--- src/rtl/hid_pkg.sv ---
`timescale 1ns/1ps
package hid_pkg;
  localparam logic [4:0] OFF_DELIV = 5'h00;
  localparam logic [4:0] OFF_FORCE = 5'h04;
  localparam logic [4:0] OFF_THR   = 5'h08;
  localparam logic [4:0] OFF_TOP   = 5'h18;
  localparam logic [4:0] OFF_CLAIM = 5'h1C;

  localparam logic [1:0] MODE_LVL_HI = 2'b10;
  localparam logic [1:0] MODE_LVL_LO = 2'b11;

  localparam int TOP_ID_LSB = 16;
endpackage

--- src/rtl/hid_best_pick.sv ---
`timescale 1ns/1ps
module hid_best_pick #(
  parameter int NUM_SRC   = 32,
  parameter int HART_W    = 3,
  parameter int PRIO_BITS = 3,
  parameter int HART_ID   = 0,
  localparam int ID_W     = $clog2(NUM_SRC),
  localparam int NODES    = 2*NUM_SRC - 1
) (
  input  logic [NUM_SRC-1:0]           src_pend_i,
  input  logic [NUM_SRC-1:0]           src_en_i,
  input  logic [NUM_SRC*HART_W-1:0]    tgt_hart_i,
  input  logic [NUM_SRC*PRIO_BITS-1:0] tgt_prio_i,
  input  logic [PRIO_BITS-1:0]         thr_i,
  output logic                         found_o,
  output logic [ID_W-1:0]              best_id_o,
  output logic [PRIO_BITS-1:0]         best_prio_o
);
  // Heap-numbered comparison tree: node n has children 2n+1 and 2n+2,
  // leaves sit at NUM_SRC-1+i so left-to-right order equals source order.
  logic [NODES-1:0]                nv;
  logic [NODES-1:0][PRIO_BITS-1:0] np;
  logic [NODES-1:0][ID_W-1:0]      nid;

  genvar k, n;
  generate
    for (k = 0; k < NUM_SRC; k++) begin : g_leaf
      logic [PRIO_BITS-1:0] raw_p;
      logic [PRIO_BITS-1:0] eff_p;
      logic                 hmatch;
      assign raw_p  = tgt_prio_i[k*PRIO_BITS +: PRIO_BITS];
      assign eff_p  = (raw_p == '0) ? PRIO_BITS'(1) : raw_p;
      assign hmatch = (tgt_hart_i[k*HART_W +: HART_W] == HART_W'(HART_ID));
      assign nv[NUM_SRC-1+k]  = (k != 0) && src_pend_i[k] && src_en_i[k] && hmatch &&
                                ((thr_i == '0) || (eff_p < thr_i));
      assign np[NUM_SRC-1+k]  = eff_p;
      assign nid[NUM_SRC-1+k] = ID_W'(k);
    end

    for (n = 0; n < NUM_SRC-1; n++) begin : g_node
      logic take_left;
      assign take_left = nv[2*n+1] && (!nv[2*n+2] || (np[2*n+1] <= np[2*n+2]));
      assign nv[n]  = nv[2*n+1] | nv[2*n+2];
      assign np[n]  = take_left ? np[2*n+1]  : np[2*n+2];
      assign nid[n] = take_left ? nid[2*n+1] : nid[2*n+2];
    end
  endgenerate

  assign found_o     = nv[0];
  assign best_id_o   = nid[0];
  assign best_prio_o = np[0];
endmodule

--- src/rtl/hid_hart_ctx.sv ---
`timescale 1ns/1ps
module hid_hart_ctx #(
  parameter int NUM_SRC   = 32,
  parameter int HART_W    = 3,
  parameter int PRIO_BITS = 3,
  parameter int HART_ID   = 0,
  localparam int ID_W     = $clog2(NUM_SRC)
) (
  input  logic                         clk,
  input  logic                         rst,
  input  logic                         dom_en_i,
  input  logic                         wr_deliv_i,
  input  logic                         wr_force_i,
  input  logic                         wr_thr_i,
  input  logic                         wbit_i,
  input  logic [PRIO_BITS-1:0]         wthr_i,
  input  logic                         claim_i,
  input  logic [NUM_SRC-1:0]           src_pend_i,
  input  logic [NUM_SRC-1:0]           src_en_i,
  input  logic [NUM_SRC*HART_W-1:0]    tgt_hart_i,
  input  logic [NUM_SRC*PRIO_BITS-1:0] tgt_prio_i,
  output logic                         deliv_o,
  output logic                         force_o,
  output logic [PRIO_BITS-1:0]         thr_o,
  output logic [31:0]                  top_o,
  output logic                         irq_o
);
  logic                 deliv_q, force_q, irq_q;
  logic [PRIO_BITS-1:0] thr_q;
  logic                 found;
  logic [ID_W-1:0]      best_id;
  logic [PRIO_BITS-1:0] best_prio;

  hid_best_pick #(
    .NUM_SRC(NUM_SRC), .HART_W(HART_W), .PRIO_BITS(PRIO_BITS), .HART_ID(HART_ID)
  ) u_pick (
    .src_pend_i (src_pend_i),
    .src_en_i   (src_en_i),
    .tgt_hart_i (tgt_hart_i),
    .tgt_prio_i (tgt_prio_i),
    .thr_i      (thr_q),
    .found_o    (found),
    .best_id_o  (best_id),
    .best_prio_o(best_prio)
  );

  always_comb begin
    top_o = '0;
    if (found) top_o = {6'd0, 10'(best_id), 8'd0, 8'(best_prio)};
  end

  always_ff @(posedge clk) begin
    if (rst) begin
      deliv_q <= 1'b0;
      force_q <= 1'b0;
      thr_q   <= '0;
      irq_q   <= 1'b0;
    end else begin
      if (wr_deliv_i) deliv_q <= wbit_i;
      if (wr_force_i) force_q <= wbit_i;
      else if (claim_i && !found) force_q <= 1'b0;
      if (wr_thr_i) thr_q <= wthr_i;
      irq_q <= dom_en_i && deliv_q && (force_q || found);
    end
  end

  assign deliv_o = deliv_q;
  assign force_o = force_q;
  assign thr_o   = thr_q;
  assign irq_o   = irq_q;


  thr_respected_chk: assert property (@(posedge clk) disable iff (rst)
    (found && thr_q != '0) |-> (best_prio < thr_q));

  empty_claim_force_chk: assert property (@(posedge clk) disable iff (rst)
    (claim_i && !found) |=> !force_q);

  dom_off_quiet_chk: assert property (@(posedge clk) disable iff (rst)
    !dom_en_i |=> !irq_q);
endmodule

--- src/rtl/hart_irq_deliver.sv ---
`timescale 1ns/1ps
module hart_irq_deliver
  import hid_pkg::*;
#(
  parameter int NUM_HARTS = 4,
  parameter int NUM_SRC   = 32,
  parameter int HART_W    = 3,
  parameter int PRIO_BITS = 3,
  parameter int ADDR_W    = 8,
  localparam int ID_W     = $clog2(NUM_SRC),
  localparam int SEL_W    = ADDR_W - 5
) (
  input  logic                         clk,
  input  logic                         rst,
  input  logic                         dom_en_i,
  input  logic [NUM_SRC-1:0]           src_pend_i,
  input  logic [NUM_SRC-1:0]           src_en_i,
  input  logic [NUM_SRC-1:0]           src_lvl_i,
  input  logic [2*NUM_SRC-1:0]         src_mode_i,
  input  logic [NUM_SRC*HART_W-1:0]    tgt_hart_i,
  input  logic [NUM_SRC*PRIO_BITS-1:0] tgt_prio_i,
  input  logic                         bus_req_i,
  input  logic                         bus_we_i,
  input  logic [ADDR_W-1:0]            bus_addr_i,
  input  logic [31:0]                  bus_wdata_i,
  output logic [31:0]                  bus_rdata_o,
  output logic                         bus_rvalid_o,
  output logic [NUM_SRC-1:0]           clr_pend_o,
  output logic [NUM_SRC-1:0]           set_pend_o,
  output logic [NUM_HARTS-1:0]         irq_o
);
  logic [SEL_W-1:0] hart_sel;
  logic [4:0]       off;
  logic             hit, rd_req, wr_req, claim_n;
  logic             wdata_unused;

  assign hart_sel     = bus_addr_i[ADDR_W-1:5];
  assign off          = bus_addr_i[4:0];
  assign hit          = int'(hart_sel) < NUM_HARTS;
  assign rd_req       = bus_req_i && !bus_we_i;
  assign wr_req       = bus_req_i && bus_we_i && hit;
  assign claim_n      = rd_req && hit && (off == OFF_CLAIM);
  assign wdata_unused = ^bus_wdata_i[31:PRIO_BITS];

  logic [NUM_HARTS-1:0]                deliv_all, force_all;
  logic [NUM_HARTS-1:0][PRIO_BITS-1:0] thr_all;
  logic [NUM_HARTS-1:0][31:0]          top_all;

  genvar h;
  generate
    for (h = 0; h < NUM_HARTS; h++) begin : g_hart
      logic mine;
      assign mine = (hart_sel == SEL_W'(h));
      hid_hart_ctx #(
        .NUM_SRC(NUM_SRC), .HART_W(HART_W), .PRIO_BITS(PRIO_BITS), .HART_ID(h)
      ) u_ctx (
        .clk       (clk),
        .rst       (rst),
        .dom_en_i  (dom_en_i),
        .wr_deliv_i(wr_req && mine && off == OFF_DELIV),
        .wr_force_i(wr_req && mine && off == OFF_FORCE),
        .wr_thr_i  (wr_req && mine && off == OFF_THR),
        .wbit_i    (bus_wdata_i[0]),
        .wthr_i    (bus_wdata_i[PRIO_BITS-1:0]),
        .claim_i   (claim_n && mine),
        .src_pend_i(src_pend_i),
        .src_en_i  (src_en_i),
        .tgt_hart_i(tgt_hart_i),
        .tgt_prio_i(tgt_prio_i),
        .deliv_o   (deliv_all[h]),
        .force_o   (force_all[h]),
        .thr_o     (thr_all[h]),
        .top_o     (top_all[h]),
        .irq_o     (irq_o[h])
      );
    end
  endgenerate

  // Window selection for the addressed hart
  logic                 deliv_s, force_s;
  logic [PRIO_BITS-1:0] thr_s;
  logic [31:0]          top_s;
  always_comb begin
    deliv_s = 1'b0;
    force_s = 1'b0;
    thr_s   = '0;
    top_s   = '0;
    for (int i = 0; i < NUM_HARTS; i++) begin
      if (hart_sel == SEL_W'(i)) begin
        deliv_s = deliv_all[i];
        force_s = force_all[i];
        thr_s   = thr_all[i];
        top_s   = top_all[i];
      end
    end
  end

  logic [31:0] rd_mux;
  always_comb begin
    rd_mux = '0;
    if (hit) begin
      case (off)
        OFF_DELIV: rd_mux = {31'd0, deliv_s};
        OFF_FORCE: rd_mux = {31'd0, force_s};
        OFF_THR:   rd_mux = 32'(thr_s);
        OFF_TOP,
        OFF_CLAIM: rd_mux = top_s;
        default:   rd_mux = '0;
      endcase
    end
  end

  // Claim side effects toward the source logic
  logic [ID_W-1:0]    cid;
  logic [1:0]         cmode;
  logic [NUM_SRC-1:0] clr_n, set_n;
  assign cid   = top_s[TOP_ID_LSB +: ID_W];
  assign cmode = src_mode_i[{cid, 1'b0} +: 2];
  always_comb begin
    clr_n = '0;
    set_n = '0;
    if (claim_n && top_s != '0) begin
      clr_n = NUM_SRC'(1) << cid;
      if ((cmode == MODE_LVL_HI && src_lvl_i[cid]) ||
          (cmode == MODE_LVL_LO && !src_lvl_i[cid]))
        set_n = NUM_SRC'(1) << cid;
    end
  end

  logic [31:0]        rdata_q;
  logic               rvalid_q;
  logic [NUM_SRC-1:0] clr_q, set_q;
  always_ff @(posedge clk) begin
    if (rst) begin
      rdata_q  <= '0;
      rvalid_q <= 1'b0;
      clr_q    <= '0;
      set_q    <= '0;
    end else begin
      rvalid_q <= rd_req;
      rdata_q  <= rd_req ? rd_mux : '0;
      clr_q    <= clr_n;
      set_q    <= set_n;
    end
  end

  assign bus_rdata_o  = rdata_q;
  assign bus_rvalid_o = rvalid_q;
  assign clr_pend_o   = clr_q;
  assign set_pend_o   = set_q;


  clr_single_chk: assert property (@(posedge clk) disable iff (rst)
    $onehot0(clr_pend_o));

  set_within_clr_chk: assert property (@(posedge clk) disable iff (rst)
    (set_pend_o & ~clr_pend_o) == '0);

  no_src_zero_chk: assert property (@(posedge clk) disable iff (rst)
    !clr_pend_o[0]);

  pulse_needs_read_chk: assert property (@(posedge clk) disable iff (rst)
    (clr_pend_o != '0) |-> bus_rvalid_o);
endmodule

--- config.mk ---
export PLATFORM = sky130hd
export DESIGN_NAME = hart_irq_deliver
export DESIGN_NICKNAME = d
export VERILOG_FILES = /design/src/rtl/hid_pkg.sv /design/src/rtl/hid_best_pick.sv /design/src/rtl/hid_hart_ctx.sv /design/src/rtl/hart_irq_deliver.sv
export SDC_FILE = /design/constraint.sdc
export NUM_CORES = 2
export LEC_CHECK = 0
export BUFFER_PORTS_ARGS = -buffer_cell sky130_fd_sc_hd__clkbuf_2
export CAP_MARGIN = 20
export CORE_ASPECT_RATIO = 1.1
export CORE_MARGIN = 1
export CORE_UTILIZATION = 59
export CTS_BUF_LIST = sky130_fd_sc_hd__clkbuf_8 sky130_fd_sc_hd__clkbuf_16
export DETAILED_ROUTE_END_ITERATION = 12
export GPL_ROUTABILITY_DRIVEN = 1
export GPL_TIMING_DRIVEN = 1
export PLACE_DENSITY = 0.86
export SLEW_MARGIN = 20
export SYNTH_ARGS = -nofsm -noshare
export SYNTH_HDL_FRONTEND = slang
export SYNTH_SLANG_ARGS = --single-unit
export TNS_END_PERCENT = 1
--- constraint.sdc ---
create_clock -name clk -period 12.69 [get_ports clk]
set_input_delay 0.6345 -clock clk [delete_from_list [all_inputs] [get_ports clk]]
set_output_delay 0.6345 -clock clk [all_outputs]
set_load 0.02 [all_outputs]
-- Yosys cells after proc, flatten, opt, wreduce, memory -nomap -nowiden
Index checks and enable logic that the tools add are counted.
- $lt $le $gt $ge: 201
- equality and inequality tests: 102
- shift-type cells: 2
- muxes and demuxes: 302
- bitwise operators: 124
- reduce and logical (&&, ||, !) cells: 891
- operators with widths (operator ; number):
    3-bit two-way mux ; 155
    1-bit logical AND ; 439
    3-bit less-than comparator ; 124
    5-bit two-way mux ; 52
    1-bit logical OR ; 249
    3-bit less-or-equal comparator ; 75
    3-bit zero test ; 67
    3-bit by 2-bit equality test with 1-bit output, second input constant ; 64
    32-bit two-way mux ; 4
    32-bit case mux with 4 select lines ; 1
    1-bit zero test ; 126
    1-bit OR ; 120
    3-bit by 1-bit equality test with 1-bit output, second input constant ; 32
    21-bit two-way mux ; 4
    1-bit two-way mux ; 77
    64-bit by 7-bit variable part select with 2-bit output ; 1
    32-bit nonzero test ; 1
    1-bit by 5-bit left shift with 32-bit output, first input constant ; 1
    2-bit two-way mux ; 8
    5-bit equality test, second input constant ; 2
    2-bit nonzero test ; 4
    5-bit by 6-bit less-than comparator with 1-bit output, second input constant ; 1
    3-bit OR reduction ; 2
    1-bit binary-select mux with 5-bit select ; 1
    7 further kinds ; 12
- register bits: 121
- input bits: 397
- output and inout bits: 101

-- Depth between registers and ports, before layout
- depth after elaboration: 37
- mapped depth: 55
- mapped depth without buffers: 50

-- Cells and area by module
Synthesis repeated with hierarchy kept, for this count alone.
- cells, all modules: 4086
- area total of the unflattened synthesis: 32282.2 µm²
- modules (own cells, without submodules) (module ; instances ; cells an instance ; area each (µm²) ; seq. area each (µm²)):
    hid_best_pick (g_hart[1].u_ctx.u_pick) ; 1 ; 844 ; 6348.6 ; 0.0
    hid_best_pick (g_hart[0].u_ctx.u_pick) ; 1 ; 843 ; 6311.1 ; 0.0
    hid_best_pick (g_hart[2].u_ctx.u_pick) ; 1 ; 826 ; 6236.0 ; 0.0
    hid_best_pick (g_hart[3].u_ctx.u_pick) ; 1 ; 815 ; 6169.7 ; 0.0
    hart_irq_deliver ; 1 ; 542 ; 5385.2 ; 1941.9
    hid_hart_ctx ; 4 ; 54 ; 457.9 ; 120.1

-- Least setup slack after synthesis
OpenSTA, ideal clock, no wires.
- path kind: in2reg
- from: input tgt_prio_i[85]
- to: register set_q[26] (netlist: set_pend_o[26])
- arrival: 10.142 ns
- slack: 2.461 ns
- cell stages on the path: 50
- buffers on the path: 4
- cells stage by stage: clkbuf_1 -> o21bai_1 -> inv_1 -> ha_1 -> nor2b_1 -> o21a_1 -> o21ai_0 -> o21ai_1 -> mux2i_1 -> inv_1 -> ha_1 -> nor2b_1 -> o21a_1 -> o21ai_0 -> a21oi_1 -> or2_2 -> nand2_1 -> a21boi_0 -> (+14 left out) -> nand2_1 -> o21ai_0 -> ha_1 -> nor2b_1 -> o21ai_0 -> a32oi_1 -> o21ai_1 -> and2_1 -> o311ai_1 -> o2111ai_1 -> nor2_4 -> mux2_2 -> o32ai_1 -> nor4_2 -> and4_1 -> buf_2 -> buf_6 -> nor4b_2
- cells in the longest elaborated chain, start to end: 35
- ends and longest elaborated chain (item ; line ; text):
    from (decl) ; hart_irq_deliver.sv:21 ; input logic [NUM_SRC*PRIO_BITS-1:0] tgt_prio_i,
    3-bit zero test ; hid_best_pick.sv:32 ; assign eff_p = (raw_p == '0) ? PRIO_BITS'(1) : raw_p;
    3-bit two-way mux (*) ; hid_best_pick.sv:32 ;
    3-bit less-than comparator ; hid_best_pick.sv:35 ; ((thr_i == '0) || (eff_p < thr_i));
    1-bit logical OR ; hid_best_pick.sv:35 ;
    1-bit logical AND ; hid_best_pick.sv:34 ; assign nv[NUM_SRC-1+k] = (k != 0) && src_pend_i[k] && src_en_i[k] && hmatch &&
    1-bit logical AND ; hid_best_pick.sv:42 ; assign take_left = nv[2*n+1] && (!nv[2*n+2] || (np[2*n+1] <= np[2*n+2]));
    3-bit two-way mux ; hid_best_pick.sv:44 ; assign np[n] = take_left ? np[2*n+1] : np[2*n+2];
    3-bit less-or-equal comparator ; hid_best_pick.sv:42 ;
    (+11 left out) ; -- ;
    3-bit less-or-equal comparator ; hid_best_pick.sv:42 ;
    1-bit logical OR ; hid_best_pick.sv:42 ;
    1-bit logical AND ; hid_best_pick.sv:42 ;
    5-bit two-way mux ; hid_best_pick.sv:45 ; assign nid[n] = take_left ? nid[2*n+1] : nid[2*n+2];
    21-bit two-way mux ; hid_hart_ctx.sv:49 ; if (found) top_o = {6'd0, 10'(best_id), 8'd0, 8'(best_prio)};
    32-bit two-way mux (3 in series) ; hart_irq_deliver.sv:89 ; if (hart_sel == SEL_W'(i)) begin
    32-bit two-way mux (*) ; hart_irq_deliver.sv:89 ;
    parallel branches: the longest is 7 deep, another holds 64-bit by 7-bit variable part select with 2-bit output ; -- ;
    to (signal assigned) ; hart_irq_deliver.sv:143 ; set_q <= set_n;
    to (decl) ; hart_irq_deliver.sv:132 ; logic [NUM_SRC-1:0] clr_q, set_q;
Mark *: on every way between the ends. The select of a mux whose other input is x is not followed.
A chain may end at the register's enable or synchronous reset.

-- Worst setup path in the final report
- from: register g_hart[3].u_ctx.thr_q[0]
- to: register set_q[18] (netlist: set_pend_o[18])
- cells in the longest elaborated chain, start to end: 32
- ends and longest elaborated chain (item ; line ; text):
    from (decl) ; hid_hart_ctx.sv:29 ; logic [PRIO_BITS-1:0] thr_q;
    from (signal assigned) ; hid_hart_ctx.sv:62 ; if (wr_thr_i) thr_q <= wthr_i;
    3-bit less-than comparator / 3-bit zero test (equally long branches) ; hid_best_pick.sv:35 ;
    1-bit logical OR ; hid_best_pick.sv:35 ;
    1-bit logical AND ; hid_best_pick.sv:34 ;
    1-bit zero test ; hid_best_pick.sv:42 ;
    1-bit logical OR ; hid_best_pick.sv:42 ;
    1-bit logical AND ; hid_best_pick.sv:42 ;
    3-bit two-way mux ; hid_best_pick.sv:44 ;
    3-bit less-or-equal comparator ; hid_best_pick.sv:42 ;
    (+10 left out) ; -- ;
    3-bit two-way mux ; hid_best_pick.sv:44 ;
    3-bit less-or-equal comparator ; hid_best_pick.sv:42 ;
    1-bit logical OR ; hid_best_pick.sv:42 ;
    1-bit logical AND ; hid_best_pick.sv:42 ;
    5-bit two-way mux ; hid_best_pick.sv:45 ;
    21-bit two-way mux (*) ; hid_hart_ctx.sv:49 ;
    32-bit two-way mux (*) ; hart_irq_deliver.sv:89 ;
    parallel branches: the longest is 7 deep, another holds 64-bit by 7-bit variable part select with 2-bit output ; -- ;
Marks and branches as above.

==> results_dict.tcl <==
set metrics [dict create \
    ctsHoldBuffers 0 \
    finalSetupTns_ns 0 \
    netlist.area_leader.share 0.220 \
    power_mw 1.68 \
    worstMarginPinSlew_ns 1.07 \
    finalHoldViolCount 0 \
    firstDrtPassIters 7 \
    first_global_vias 27449 \
    crit_family "compound AO/OA/AOI/OAI gates" \
    antenna_found_initial 1 \
    synth_cell_types 101 \
    drc_errors 0 \
    outcome "completed" \
    clock-sinks 97 \
    wl_per_cell_um 22.0 \
    arrival_ns 12.38 \
    io_pins 498 \
    fmax_mhz 82.4 \
    clk_path_buf_depth 2 \
    yosysTopAreaCell "ha_1" \
    critical_path_buf_inv_count 6 \
    cpMaxStageDelayCell "dfxtp_1" \
    drt_iter0_drc 3152 \
    insertion_delay_ns 0.35 \
    netlist_area_sq_um 25600 \
    powerDensity_nw_per_um2 58.3 \
    nets 4703 \
    synthTopCellsByCount "ha_1 (449), nor2_1 (322), inv_1 (252)" \
    setup_viol 0 \
    cap_violations 0 \
    num-fill-cells 3782 \
    die_w_um 200 \
    relSlewSlack 0.279 \
    grt_max_degree 35 \
    cts_tree "built" \
    synthFlopType "dfxtp_1" \
    ant_nets 0 \
    worst_setup_path_end_kind "flip-flop" \
    initial_core_util 0.601 \
    synth_cells 3465 \
    rr_startpoint "g_hart[3].u_ctx.thr_o[0]" \
    period_needed_ns 12.14 \
    power_switching_mw 0.827 \
    crit_fanout 34 \
    vias 30137 \
    drv_slew 0 \
    synth_most_common_cell "ha_1" \
    netlist_top_cells_area "ha_1 (22%), dfxtp_1 (7.6%), mux2i_1 (7.6%)" \
    irDropWorstVdd_mv 0.0902 \
    die_h_um 220 \
    clockRootBuffer "clkbuf_16" \
    period_share 0.956 \
    clkTransAtPathRegs_ns 0.07 \
    rows 79 \
    required_ns 12.94 \
    startpoint "g_hart[3].u_ctx.thr_o[0]" \
    fin_skew_ns 0.00909 \
    crit_top_cell "o21ai_0" \
    p_int_mw 0.848 \
    cts_htree_levels 3 \
    dp_hpwl_um 77900 \
    ys_ff_latch 97 \
    synthArstFlopShare 0 \
    cts-buffers-inserted 9 \
    synth_edf_count 0 \
    grt.overflow.total 0 \
    layout-drive-gt1-share 0.179 \
    grt_usage 0.418 \
    viasPerCell 6.80 \
    switching_share 0.494 \
    core-area_sq_um 42500 \
    gp_congestion 1.07 \
    critPathKind "reg2reg" \
    syn_to_final_growth_pct 12.5 \
    seq_power_share 0.182 \
    insertedDiodeCount 0 \
    hold_path.startpoint "g_hart[0].u_ctx.deliv_o" \
    combPwrFrac 0.656 \
    ys_warn_count 0 \
    cp-start-kind "flip-flop" \
    grt_setup_unrepaired "false" \
    cp_slowest_stage_delay_ns 0.70 \
    finalWirelength_um 97400 \
    synth_area_per_cell_sq_um 7.37 \
    grt_pass1_wl_um 147000 \
    dieArea_sq_um 44100 \
    port_buffers 436 \
    leakagePower_nw 13.2 \
    worstHoldPathType "reg2reg" \
    ys_seq_area_frac 0.0760 \
    clkPwrFrac 0.162 \
]
==> what timing repair did <==
| action | in CTS | in global routing |
|---|---|---|
| gates resized for setup | 0 | 9 |
| buffers inserted | 0 | 2 |
| endpoints found under the setup margin | 0 | 47 |
==> area by class of cell <==
class	count	area (sq um)	area share
clock inverter	6	60.1	0.00209
multi-input combinational	2975	22000	0.765
timing repair buffer	514	2830	0.0985
clock buffer	10	239	0.00831
inverter	260	980	0.0341
sequential	97	1940	0.0676
tap	567	709	0.0247
==> cells in the final DEF, fill, tap and decap left out, types with 21 or more instances in the layout <==
cell type / n
a32oi_1: 45
a21oi_1: 248
a21o_1: 34
o211ai_1: 26
or4_1: 27
o21a_1: 118
conb_1: 26
mux2i_1: 193
nor3_1: 86
o21ai_0: 227
nand2_1: 217
nor2b_1: 81
inv_1: 251
o21bai_1: 29
a31oi_1: 31
nor4_1: 62
dfxtp_1: 97
o311ai_0: 27
ha_1: 449
nand3_1: 74
nor2_1: 322
o31ai_1: 25
clkbuf_2: 436
nand2b_1: 61
nand4_1: 26
a211oi_1: 21
buf_4: 73
mux2_2: 37
o311a_1: 30
nor4_2: 30
==> state kept, by name, indices dropped and copies added, names as in the netlist <==
name	count
bus_rdata_o	8
bus_rvalid_o	1
clr_pend_o	32
g_hart.u_ctx.deliv_o	4
g_hart.u_ctx.force_o	4
g_hart.u_ctx.irq_o	4
g_hart.u_ctx.thr_o	12
set_pend_o	32
==> worst register-to-register path: cells and delay by family, from the launching register on <==
kind | cells | cell delay [ns]
AO/OA/AOI/OAI | 19 | 4.37
AND/OR/NAND/NOR | 12 | 2.86
multiplexers | 4 | 1.61
buffers and inverters | 6 | 1.35
adder cells (fa/ha/maj) | 4 | 1.13
flip-flops | 1 | 0.70
==> cells by family (layout without fill, tap and decap cells) <==
family	Yosys count	count (layout)	synth area share
flip-flops	97	97	0.0760
AND/OR/NAND/NOR	1153	1153	0.240
adder cells (fa/ha/maj)	449	449	0.220
buffers and inverters	418	790	0.0705
other	1	26	0.000147
multiplexers	232	232	0.0937
AO/OA/AOI/OAI	1115	1115	0.300
==> worst paths after layout <==
path / slack, ns / endpoint / depth (start not counted)
setup / recovery: 0.55 / set_pend_o[18] / 45
hold / removal: 0.47 / g_hart[0].u_ctx.irq_o / 1
setup reg to reg: 0.55 / set_pend_o[18] / 45
hold reg to reg: 0.47 / g_hart[0].u_ctx.irq_o / 1
==> metrics by stage <==
stage	instance area, sq um	utilization	hold slack (ns)	setup slack (ns)	instances
2_1_floorplan	25600	-	0.438	2.46	3490
3_3_place_gp	28400	0.668	0.463	1.13	4411
3_5_place_dp	28400	0.668	0.461	0.807	4411
4_1_cts	28700	0.675	0.473	0.742	4427
5_1_grt	28700	0.676	0.488	0.00294	4429
6_report	28700	0.676	0.474	0.553	4429
==> per-layer routing <==
layer | vias to the layer above | part of all wire | GRT usage
li1 | 13930 | - | -
met1 | 13833 | 0.38 | 0.510
met2 | 1844 | 0.43 | 0.661
met3 | 528 | 0.11 | 0.0819
met4 | 2 | 0.086 | 0.303
met5 | - | 0.00010 | 0
==> power groups by stage <==
| stage | Combinational [mW] | Sequential, mW | Clock (mW) |
|---|---|---|---|
| global route | 1.20 | 0.305 | 0.285 |
| global placement | 1.03 | 0.312 | 0 |
| finish | 1.10 | 0.305 | 0.271 |
| detailed placement | 1.06 | 0.312 | 0 |
| floorplan | 0.765 | 0.313 | 0 |
| CTS | 1.06 | 0.305 | 0.269 |
No activity file was read; power rests on OpenSTA's default activity.
